### src/rtl/pio_fifo_pkg.sv
package pio_fifo_pkg;
  typedef logic [7:0] byte_t;
  localparam int    RSP_BYTES = 2;
  localparam byte_t MSG_FILL  = 8'h00;
endpackage

### src/rtl/pio_byte_ram.sv
module pio_byte_ram
  import pio_fifo_pkg::*;
#(
  parameter int DEPTH = 16,
  parameter int AW    = 4
) (
  input  logic          clk_i,
  input  logic          we_a_i,
  input  logic [AW-1:0] addr_a_i,
  input  byte_t         data_a_i,
  input  logic          we_b_i,
  input  logic [AW-1:0] addr_b_i,
  input  byte_t         data_b_i,
  input  logic [AW-1:0] raddr_i,
  output byte_t         rdata_o
);
  logic [DEPTH-1:0][7:0] cells;

  for (genvar g = 0; g < DEPTH; g++) begin : g_cell
    byte_t q;
    always_ff @(posedge clk_i) begin
      if (we_a_i && addr_a_i == AW'(g))      q <= data_a_i;
      else if (we_b_i && addr_b_i == AW'(g)) q <= data_b_i;
    end
    assign cells[g] = q;
  end

  assign rdata_o = cells[raddr_i];
endmodule

### src/rtl/pio_cmd_capture.sv
module pio_cmd_capture
  import pio_fifo_pkg::*;
#(
  parameter int CMD_DEPTH = 32,
  parameter int LEN_W     = 6,
  parameter int IDX_W     = 5
) (
  input  logic             clk_i,
  input  logic             rst_ni,
  input  logic             wr_en_i,
  input  logic             capture_i,
  input  logic             flush_i,
  input  byte_t            wr_data_i,
  input  logic [IDX_W-1:0] idx_i,
  output logic [LEN_W-1:0] len_o,
  output byte_t            byte_o
);
  logic [LEN_W-1:0] len_q;
  logic             take;
  logic [CMD_DEPTH-1:0][7:0] cells;

  assign take = wr_en_i && capture_i && !flush_i && (len_q < LEN_W'(CMD_DEPTH));

  for (genvar g = 0; g < CMD_DEPTH; g++) begin : g_cmd
    byte_t q;
    always_ff @(posedge clk_i) begin
      if (take && len_q == LEN_W'(g)) q <= wr_data_i;
    end
    assign cells[g] = q;
  end

  always_ff @(posedge clk_i or negedge rst_ni) begin
    if (!rst_ni)      len_q <= '0;
    else if (flush_i) len_q <= '0;
    else if (take)    len_q <= len_q + 1'b1;
  end

  assign len_o  = len_q;
  assign byte_o = cells[idx_i];
endmodule

### src/rtl/pio_fifo_ctrl.sv
module pio_fifo_ctrl
  import pio_fifo_pkg::*;
#(
  parameter int DEPTH = 16,
  parameter int PTR_W = 4,
  parameter int CNT_W = 5
) (
  input  logic             clk_i,
  input  logic             rst_ni,
  input  logic             wr_en_i,
  input  logic             rd_en_i,
  input  logic             capture_i,
  input  logic             dout_phase_i,
  input  logic             rsp_load_i,
  input  logic             flush_i,
  input  byte_t            ram_rdata_i,
  output logic             push_o,
  output logic             rsp_o,
  output logic [PTR_W-1:0] wptr_o,
  output logic [PTR_W-1:0] rptr_o,
  output logic [CNT_W-1:0] occ_o,
  output byte_t            rd_data_o,
  output logic             overrun_o,
  output logic             irq_o
);
  logic [CNT_W-1:0] occ_q, occ_d;
  logic [PTR_W-1:0] wptr_q, wptr_d, rptr_q, rptr_d;
  logic             norm, at_limit, do_wr, do_rd, drop;
  logic             ovr_q, irq_q;
  byte_t            rd_q;

  function automatic logic [PTR_W-1:0] bump(input logic [PTR_W-1:0] p);
    return (p == PTR_W'(DEPTH - 1)) ? '0 : p + 1'b1;
  endfunction

  // fetch > response load > host strobes
  assign norm     = !flush_i && !rsp_load_i;
  assign at_limit = (occ_q == CNT_W'(DEPTH - 1));
  assign do_wr    = norm && wr_en_i && !capture_i && !at_limit;
  assign drop     = norm && wr_en_i && !capture_i && at_limit;
  assign do_rd    = norm && rd_en_i && (occ_q != '0);

  always_comb begin
    occ_d  = occ_q;
    wptr_d = wptr_q;
    rptr_d = rptr_q;
    if (flush_i) begin
      occ_d  = '0;
      wptr_d = '0;
      rptr_d = '0;
    end else if (rsp_load_i) begin
      occ_d  = CNT_W'(RSP_BYTES);
      wptr_d = PTR_W'(RSP_BYTES);
      rptr_d = '0;
    end else begin
      if (do_wr) wptr_d = bump(wptr_q);
      if (do_rd && !dout_phase_i) rptr_d = bump(rptr_q);
      occ_d = occ_q + {{(CNT_W-1){1'b0}}, do_wr} - {{(CNT_W-1){1'b0}}, do_rd};
      if (occ_d == '0) begin
        wptr_d = '0;
        rptr_d = '0;
      end
    end
  end

  always_ff @(posedge clk_i or negedge rst_ni) begin
    if (!rst_ni) begin
      occ_q  <= '0;
      wptr_q <= '0;
      rptr_q <= '0;
      ovr_q  <= 1'b0;
      irq_q  <= 1'b0;
      rd_q   <= '0;
    end else begin
      occ_q  <= occ_d;
      wptr_q <= wptr_d;
      rptr_q <= rptr_d;
      if (drop) ovr_q <= 1'b1;
      irq_q  <= do_rd || (rsp_load_i && !flush_i);
      if (do_rd) rd_q <= dout_phase_i ? 8'h00 : ram_rdata_i;
    end
  end

  assign push_o    = do_wr;
  assign rsp_o     = rsp_load_i && !flush_i;
  assign wptr_o    = wptr_q;
  assign rptr_o    = rptr_q;
  assign occ_o     = occ_q;
  assign rd_data_o = rd_q;
  assign overrun_o = ovr_q;
  assign irq_o     = irq_q;
endmodule

### src/rtl/pio_byte_fifo.sv
module pio_byte_fifo
  import pio_fifo_pkg::*;
#(
  parameter int DEPTH     = 16,
  parameter int CMD_DEPTH = 32,
  localparam int PTR_W    = $clog2(DEPTH),
  localparam int CNT_W    = $clog2(DEPTH + 1),
  localparam int LEN_W    = $clog2(CMD_DEPTH + 1),
  localparam int IDX_W    = $clog2(CMD_DEPTH)
) (
  input  logic             clk_i,
  input  logic             rst_ni,
  input  logic             wr_en_i,
  input  logic [7:0]       wr_data_i,
  input  logic             rd_en_i,
  output logic [7:0]       rd_data_o,
  input  logic             capture_i,
  input  logic             dout_phase_i,
  input  logic             rsp_load_i,
  input  logic [7:0]       rsp_status_i,
  input  logic             cmd_fetch_i,
  input  logic [IDX_W-1:0] cmd_idx_i,
  output logic [7:0]       cmd_byte_o,
  output logic [LEN_W-1:0] cmd_len_o,
  output logic [CNT_W-1:0] occupancy_o,
  output logic             overrun_o,
  output logic             irq_o
);
  logic             push, rsp;
  logic [PTR_W-1:0] wptr, rptr;
  byte_t            ram_rdata;

  pio_fifo_ctrl #(.DEPTH(DEPTH), .PTR_W(PTR_W), .CNT_W(CNT_W)) u_ctrl (
    .clk_i       (clk_i),
    .rst_ni      (rst_ni),
    .wr_en_i     (wr_en_i),
    .rd_en_i     (rd_en_i),
    .capture_i   (capture_i),
    .dout_phase_i(dout_phase_i),
    .rsp_load_i  (rsp_load_i),
    .flush_i     (cmd_fetch_i),
    .ram_rdata_i (ram_rdata),
    .push_o      (push),
    .rsp_o       (rsp),
    .wptr_o      (wptr),
    .rptr_o      (rptr),
    .occ_o       (occupancy_o),
    .rd_data_o   (rd_data_o),
    .overrun_o   (overrun_o),
    .irq_o       (irq_o)
  );

  // port a: host push or status byte; port b: zero message byte
  pio_byte_ram #(.DEPTH(DEPTH), .AW(PTR_W)) u_ram (
    .clk_i   (clk_i),
    .we_a_i  (push || rsp),
    .addr_a_i(rsp ? '0 : wptr),
    .data_a_i(rsp ? rsp_status_i : wr_data_i),
    .we_b_i  (rsp),
    .addr_b_i(PTR_W'(1)),
    .data_b_i(MSG_FILL),
    .raddr_i (rptr),
    .rdata_o (ram_rdata)
  );

  pio_cmd_capture #(.CMD_DEPTH(CMD_DEPTH), .LEN_W(LEN_W), .IDX_W(IDX_W)) u_cmd (
    .clk_i    (clk_i),
    .rst_ni   (rst_ni),
    .wr_en_i  (wr_en_i),
    .capture_i(capture_i),
    .flush_i  (cmd_fetch_i),
    .wr_data_i(wr_data_i),
    .idx_i    (cmd_idx_i),
    .len_o    (cmd_len_o),
    .byte_o   (cmd_byte_o)
  );
endmodule

### config.mk
export PLATFORM = sky130hd
export DESIGN_NAME = pio_byte_fifo
export DESIGN_NICKNAME = d
export VERILOG_FILES = /design/src/rtl/pio_fifo_pkg.sv /design/src/rtl/pio_byte_ram.sv /design/src/rtl/pio_cmd_capture.sv /design/src/rtl/pio_fifo_ctrl.sv /design/src/rtl/pio_byte_fifo.sv
export SDC_FILE = /design/constraint.sdc
export NUM_CORES = 1
export LEC_CHECK = 0
export ABC_CLOCK_PERIOD_IN_PS = 10300
export BUFFER_PORTS_ARGS = -buffer_cell sky130_fd_sc_hd__buf_4
export CORE_MARGIN = 2
export CORE_UTILIZATION = 30
export DETAILED_ROUTE_END_ITERATION = 12
export PLACE_DENSITY_LB_ADDON = 0.08
export SYNTH_ARGS = -nofsm -noshare
export SYNTH_HDL_FRONTEND = slang
export SYNTH_SLANG_ARGS = --single-unit
### constraint.sdc
create_clock -name clk_i -period 10.3 [get_ports clk_i]
set_input_delay 1.545 -clock clk_i [delete_from_list [all_inputs] [get_ports clk_i]]
set_output_delay 1.545 -clock clk_i [all_outputs]
set_load 0.005 [all_outputs]
Word-level counts from Yosys, hierarchy flattened
Index checks and enable logic that the tools add are counted.
Word-level totals
  bits in registers: 413
  input bits: 29
  output and inout port bits: 29
Cells by class
  add/subtract/negate cells: 5
  magnitude comparators: 3
  equality and inequality tests: 49
  mux-type cells: 23
  reductions and logical operators: 75
Operator list (number)
  6-bit by 5-bit == test with 1-bit output, second input constant: 16
  1-bit logical AND: 60
  6-bit by 4-bit == test with 1-bit output, second input constant: 8
  8-bit 2-to-1 mux: 6
  4-bit 2-to-1 mux: 11
  8-bit binary-select mux with 5-bit select: 1
  4-bit == test, second input constant: 10
  8-bit binary-select mux with 4-bit select: 1
  6-bit by 3-bit == test with 1-bit output, second input constant: 4
  4-bit by 3-bit == test with 1-bit output, second input constant: 4
  6-bit by 2-bit == test with 1-bit output, second input constant: 2
  6-bit 2-to-1 mux: 2
  5-bit 2-to-1 mux: 2
  4-bit by 1-bit adder with 4-bit output, second input constant: 2
  4-bit by 2-bit == test with 1-bit output, second input constant: 2
  4-bit nonzero test: 2
  6-bit by 1-bit adder with 6-bit output, second input constant: 1
  6-bit by 1-bit == test with 1-bit output, second input constant: 1
  6-bit logical NOT: 1
  5-bit by 6-bit less-than comparator with 1-bit output, second input constant: 1
  6-bit less-than comparator, second input constant: 1
  5-bit by 1-bit adder with 5-bit output: 1
  5-bit by 4-bit == test with 1-bit output, second input constant: 1
  1-bit logical NOT: 5
  8 further kinds: 10

Logic depth before layout (Yosys ltp)
  depth after elaboration: 11
  mapped depth: 16
  gate-level depth less buffers: 15

Cells and area by module
A second synthesis with hierarchy kept.
Unflattened totals
  cell total of the unflattened synthesis: 974
  area, all modules: 18231.2 um^2
By module, submodules not included
  pio_cmd_capture: times used 1, cells each 447, area an instance 10231.1 um^2, sequential area each 7837.5 um^2
  pio_byte_ram: times used 1, cells each 399, area an instance 6635.1 um^2, sequential area each 3843.7 um^2
  pio_fifo_ctrl: times used 1, cells each 112, area an instance 1196.1 um^2, sequential area each 575.6 um^2
  pio_byte_fifo: times used 1, cells each 16, area an instance 168.9 um^2, sequential area each 0.0 um^2

Worst setup path after synthesis
OpenSTA, ideal clock, no wires.
  path type: input port to output port
  start: input cmd_idx_i[0]
  end: output cmd_byte_o[0]
  arrival time: 2.768 ns
  required time: 8.755 ns
  setup slack: 5.987 ns
  stages on the path: 8
  cells stage by stage: buf_2 buf_4 buf_4 buf_2 mux2i_1 nand2_1 a31oi_1 nand3_1
Between the ends
  cells in the longest elaborated chain, start to end: 2
RTL lines
  start: declaration: RTL line pio_byte_fifo.sv:22  | input logic [IDX_W-1:0] cmd_idx_i,
  8-bit binary-select mux with 5-bit select: RTL line pio_cmd_capture.sv:39  | assign byte_o = cells[idx_i];
  8-bit 2-to-1 mux (implied by the code): RTL line pio_cmd_capture.sv:39
  end: declaration: RTL line pio_byte_fifo.sv:23  | output logic [7:0] cmd_byte_o,
No other way between the ends. The select of a mux whose other input is x is not followed.

Worst setup path after layout
  start: input cmd_idx_i[0]
  end: output cmd_byte_o[2]
Same word-level chain as after synthesis.

==> flow_metrics.env <==
export IMPL_grt_usage=0.150
export IMPL_whs_path_depth=1
export IMPL_fill_cells=5320
export IMPL_viasPerCell=4.79
export IMPL_worst_pin_slew_ps=1240
export IMPL_power_density_nw_per_um2=192
export IMPL_cts_root_buf="clkbuf_16"
export IMPL_finClkSkew_ps=18.1
export IMPL_yosysMostFrequentCell="edfxtp_1"
export IMPL_syn_area_per_cell_sq_um=18.0
export IMPL_p_int_mw=2.91
export IMPL_synth_area_sq_um=16700
export IMPL_drc=0
export IMPL_grt_setup_unrepaired="no"
export IMPL_maxSlewViolCount=0
export IMPL_cts_sinks=413
export IMPL_ir_worst_vdd_mv=0.112
export IMPL_numCtsBuffers=48
export IMPL_grt_pass1_wl_um=62100
export IMPL_path_max_fanout=73
export IMPL_fin_util=0.353
export IMPL_fin_tns_setup_ps=0
export IMPL_p_leak_nw=6.47
export IMPL_hold_viol=0
export IMPL_fp_dieW_um=240
export IMPL_gp_congestion=0.756
export IMPL_cts_resized=0
export IMPL_slowest_delay_ps=660
export IMPL_dp_hpwl_um=26400
export IMPL_antenna_found_initial=0
export IMPL_first_global_vias=8678
export IMPL_p_switching_uw=816
export IMPL_cp_start_kind="input port"
export IMPL_p_sw_frac=0.219
export IMPL_synth_edf_count=384
export IMPL_wl_per_cell_um=23.9
export IMPL_finalWirelength_um=42600
export IMPL_finalNetCount=1042
export IMPL_max_slew_margin=0.174
export IMPL_clk_insertion_delay_late_ps=580
export IMPL_yosys_register_bits=413
export IMPL_num_vias=8541
export IMPL_cts_buffer_depth=3
export IMPL_synth_cell_type_count=53
export IMPL_hp_class="register to register"
export IMPL_cts_setup_buffers=0
export IMPL_synth_async_sr_flop_share=0.0702
export IMPL_clk_pin_slew_ps=60
export IMPL_path_depth=6
export IMPL_synthFlopType="edfxtp_1"
export IMPL_synth_top_area_cell="edfxtp_1"
export IMPL_critPathSlowestCell="buf_4"
export IMPL_start_util=0.303
export IMPL_endpoint_kind="output pin"
export IMPL_grt_max_degree=74
export IMPL_critPathBufInv=3
export IMPL_finalCriticalPeriod_ps=5840
export IMPL_finalSetupViolCount=0
export IMPL_dieHeight_um=240
export IMPL_p_comb_frac=0.055
export IMPL_cp_required_ps=8760
export IMPL_max_freq_mhz=171
export IMPL_ys_warn_count=0
export IMPL_synth_area_top_cells="edfxtp_1 69%, mux4_2 6.9%, dfrtp_1 4.3%"
export IMPL_holdWs_ps=461
export IMPL_ant_nets=0
export IMPL_htree_num_levels=2
export IMPL_p_seq_frac=0.501
export IMPL_fp_row_count=86
export IMPL_dieArea_sq_um=57600
export IMPL_cts_hold_buffers=0
export IMPL_fp_coreArea_sq_um=55100
export IMPL_status="finished, final reports clean"
export IMPL_crit_family="buffers and inverters"
export IMPL_cp_arrival_ps=4290
export IMPL_register_area_sq_um=12300
export IMPL_clockPowerShare=0.444
export IMPL_yosysTopAreaCellShare=0.690
export IMPL_cap_violations=0
export IMPL_diodes=0
export IMPL_reg2reg_depth=15
export IMPL_period_share=0.567
export IMPL_cts_tree="built"
export IMPL_drtIter0Drc=627
export IMPL_drive_gt1_frac=0.190
export IMPL_multi_input_area_sq_um=4150
export IMPL_synth_fp_nets=974
export IMPL_netlist_instances=931
export IMPL_port_buffers=57
export IMPL_gr_total_overflow=0
export IMPL_path_cells="buf_6 -> buf_4 -> mux4_2 -> a22oi_1 -> nand3_1 -> buf_4"
export IMPL_critical_path_class="input port to output pin"
export IMPL_area_growth_pct=16.3
export IMPL_crit_path_frequent_cell="buf_4"
export IMPL_drtPass1Iterations=4
export IMPL_synthTopCellsByCount="384 x edfxtp_1, 65 x mux2i_1, 59 x nand2_1"
export IMPL_synth_seq_area_share=0.733
export IMPL_pin_count=58
## layer usage
metal	GRT usage	vias to the layer above	wire, um
li1	-	3848	-
met3	0.0271	51	2050
met5	0	-	0
met4	0.0358	0	663
met1	0.217	4439	20000
met2	0.236	203	19800
## stage by stage
step / setup WS [ps] / total power, mW / instance area (sq um) / instances
2_1_floorplan: 5990 / 2.01 / 16700 / 931
3_3_place_gp: 4370 / 2.11 / 17900 / 1697
3_5_place_dp: 4410 / 2.11 / 17900 / 1697
4_1_cts: 4400 / 3.79 / 19400 / 1784
5_1_grt: 4280 / 3.87 / 19400 / 1784
6_report: 4460 / 3.73 / 19400 / 1784
## registers in the layout, summed over array words and instances (netlist names)
register	count
u_ctrl.occ_o	5
u_ctrl.rptr_o	4
u_ctrl.irq_o	1
u_cmd.len_o	6
u_ctrl.rd_data_o	8
u_cmd.g_cmd.q	256
u_ctrl.overrun_o	1
u_ram.g_cell.q	128
u_ctrl.wptr_o	4
## final cells by class
| cell class | instances | share of cell area |
|---|---|---|
| Clock inverter | 23 | 0.0113 |
| Inverter | 15 | 0.00289 |
| Multi-Input combinational cell | 454 | 0.213 |
| Tap cell | 748 | 0.0481 |
| Clock buffer | 64 | 0.0681 |
| Sequential cell | 413 | 0.630 |
| Timing Repair Buffer | 67 | 0.0261 |
## final timing paths
check	start	endpoint	slack, ps
max	cmd_idx_i[0]	cmd_byte_o[2]	4460
min	u_ctrl.overrun_o	u_ctrl.overrun_o	460
max reg2reg	u_ctrl.occ_o[3]	u_ctrl.rptr_o[3]	5930
min reg2reg	u_ctrl.overrun_o	u_ctrl.overrun_o	460
max in group asynchronous	rst_ni	u_ctrl.rptr_o[0]	9060
min in group asynchronous	rst_ni	u_ctrl.rptr_o[3]	910
## cells by family (layout without fill, tap and decap cells)
family                   count (synthesis)  count (layout)  share of synthesized area
buffers and inverters                   64             169                     0.0202
AND/OR/NAND/NOR                        193             193                     0.0560
adder cells (fa/ha/maj)                 14              14                     0.0109
multiplexers                           130             130                      0.129
AO/OA/AOI/OAI                          108             108                     0.0464
flip-flops                             413             413                      0.733
XOR/XNOR                                 9               9                    0.00471
## layout by cell type (no fill, tap or decap), drive strengths merged, types with 3 or more instances in the layout
cell and n:
a2111oi 8, nand2 59, nor2b 27, nand2b 11, and2 6, a22oi 24
a31oi 9, a211oi 16, edfxtp 384, mux2i 65, nor2 54, nand3 11
inv 16, o21ai 3, o31ai 3, a21oi 24, buf 67, dfrtp 29
a22o 16, clkbuf 64, clkinv 19, bufinv 3, ha 13, mux4 64
nor3 8, or2 4, xnor2 4, xor2 5
## power groups by stage
stage                     clock network [mW]  registers (mW)  logic [mW]
final                                   1.66            1.87       0.204
after CTS                               1.71            1.87       0.210
after global placement                     0            1.90       0.211
after global routing                    1.78            1.87       0.224
after floorplan                            0            1.90       0.107
after detailed placement                   0            1.90       0.209
No activity file was read; power rests on OpenSTA's default activity.
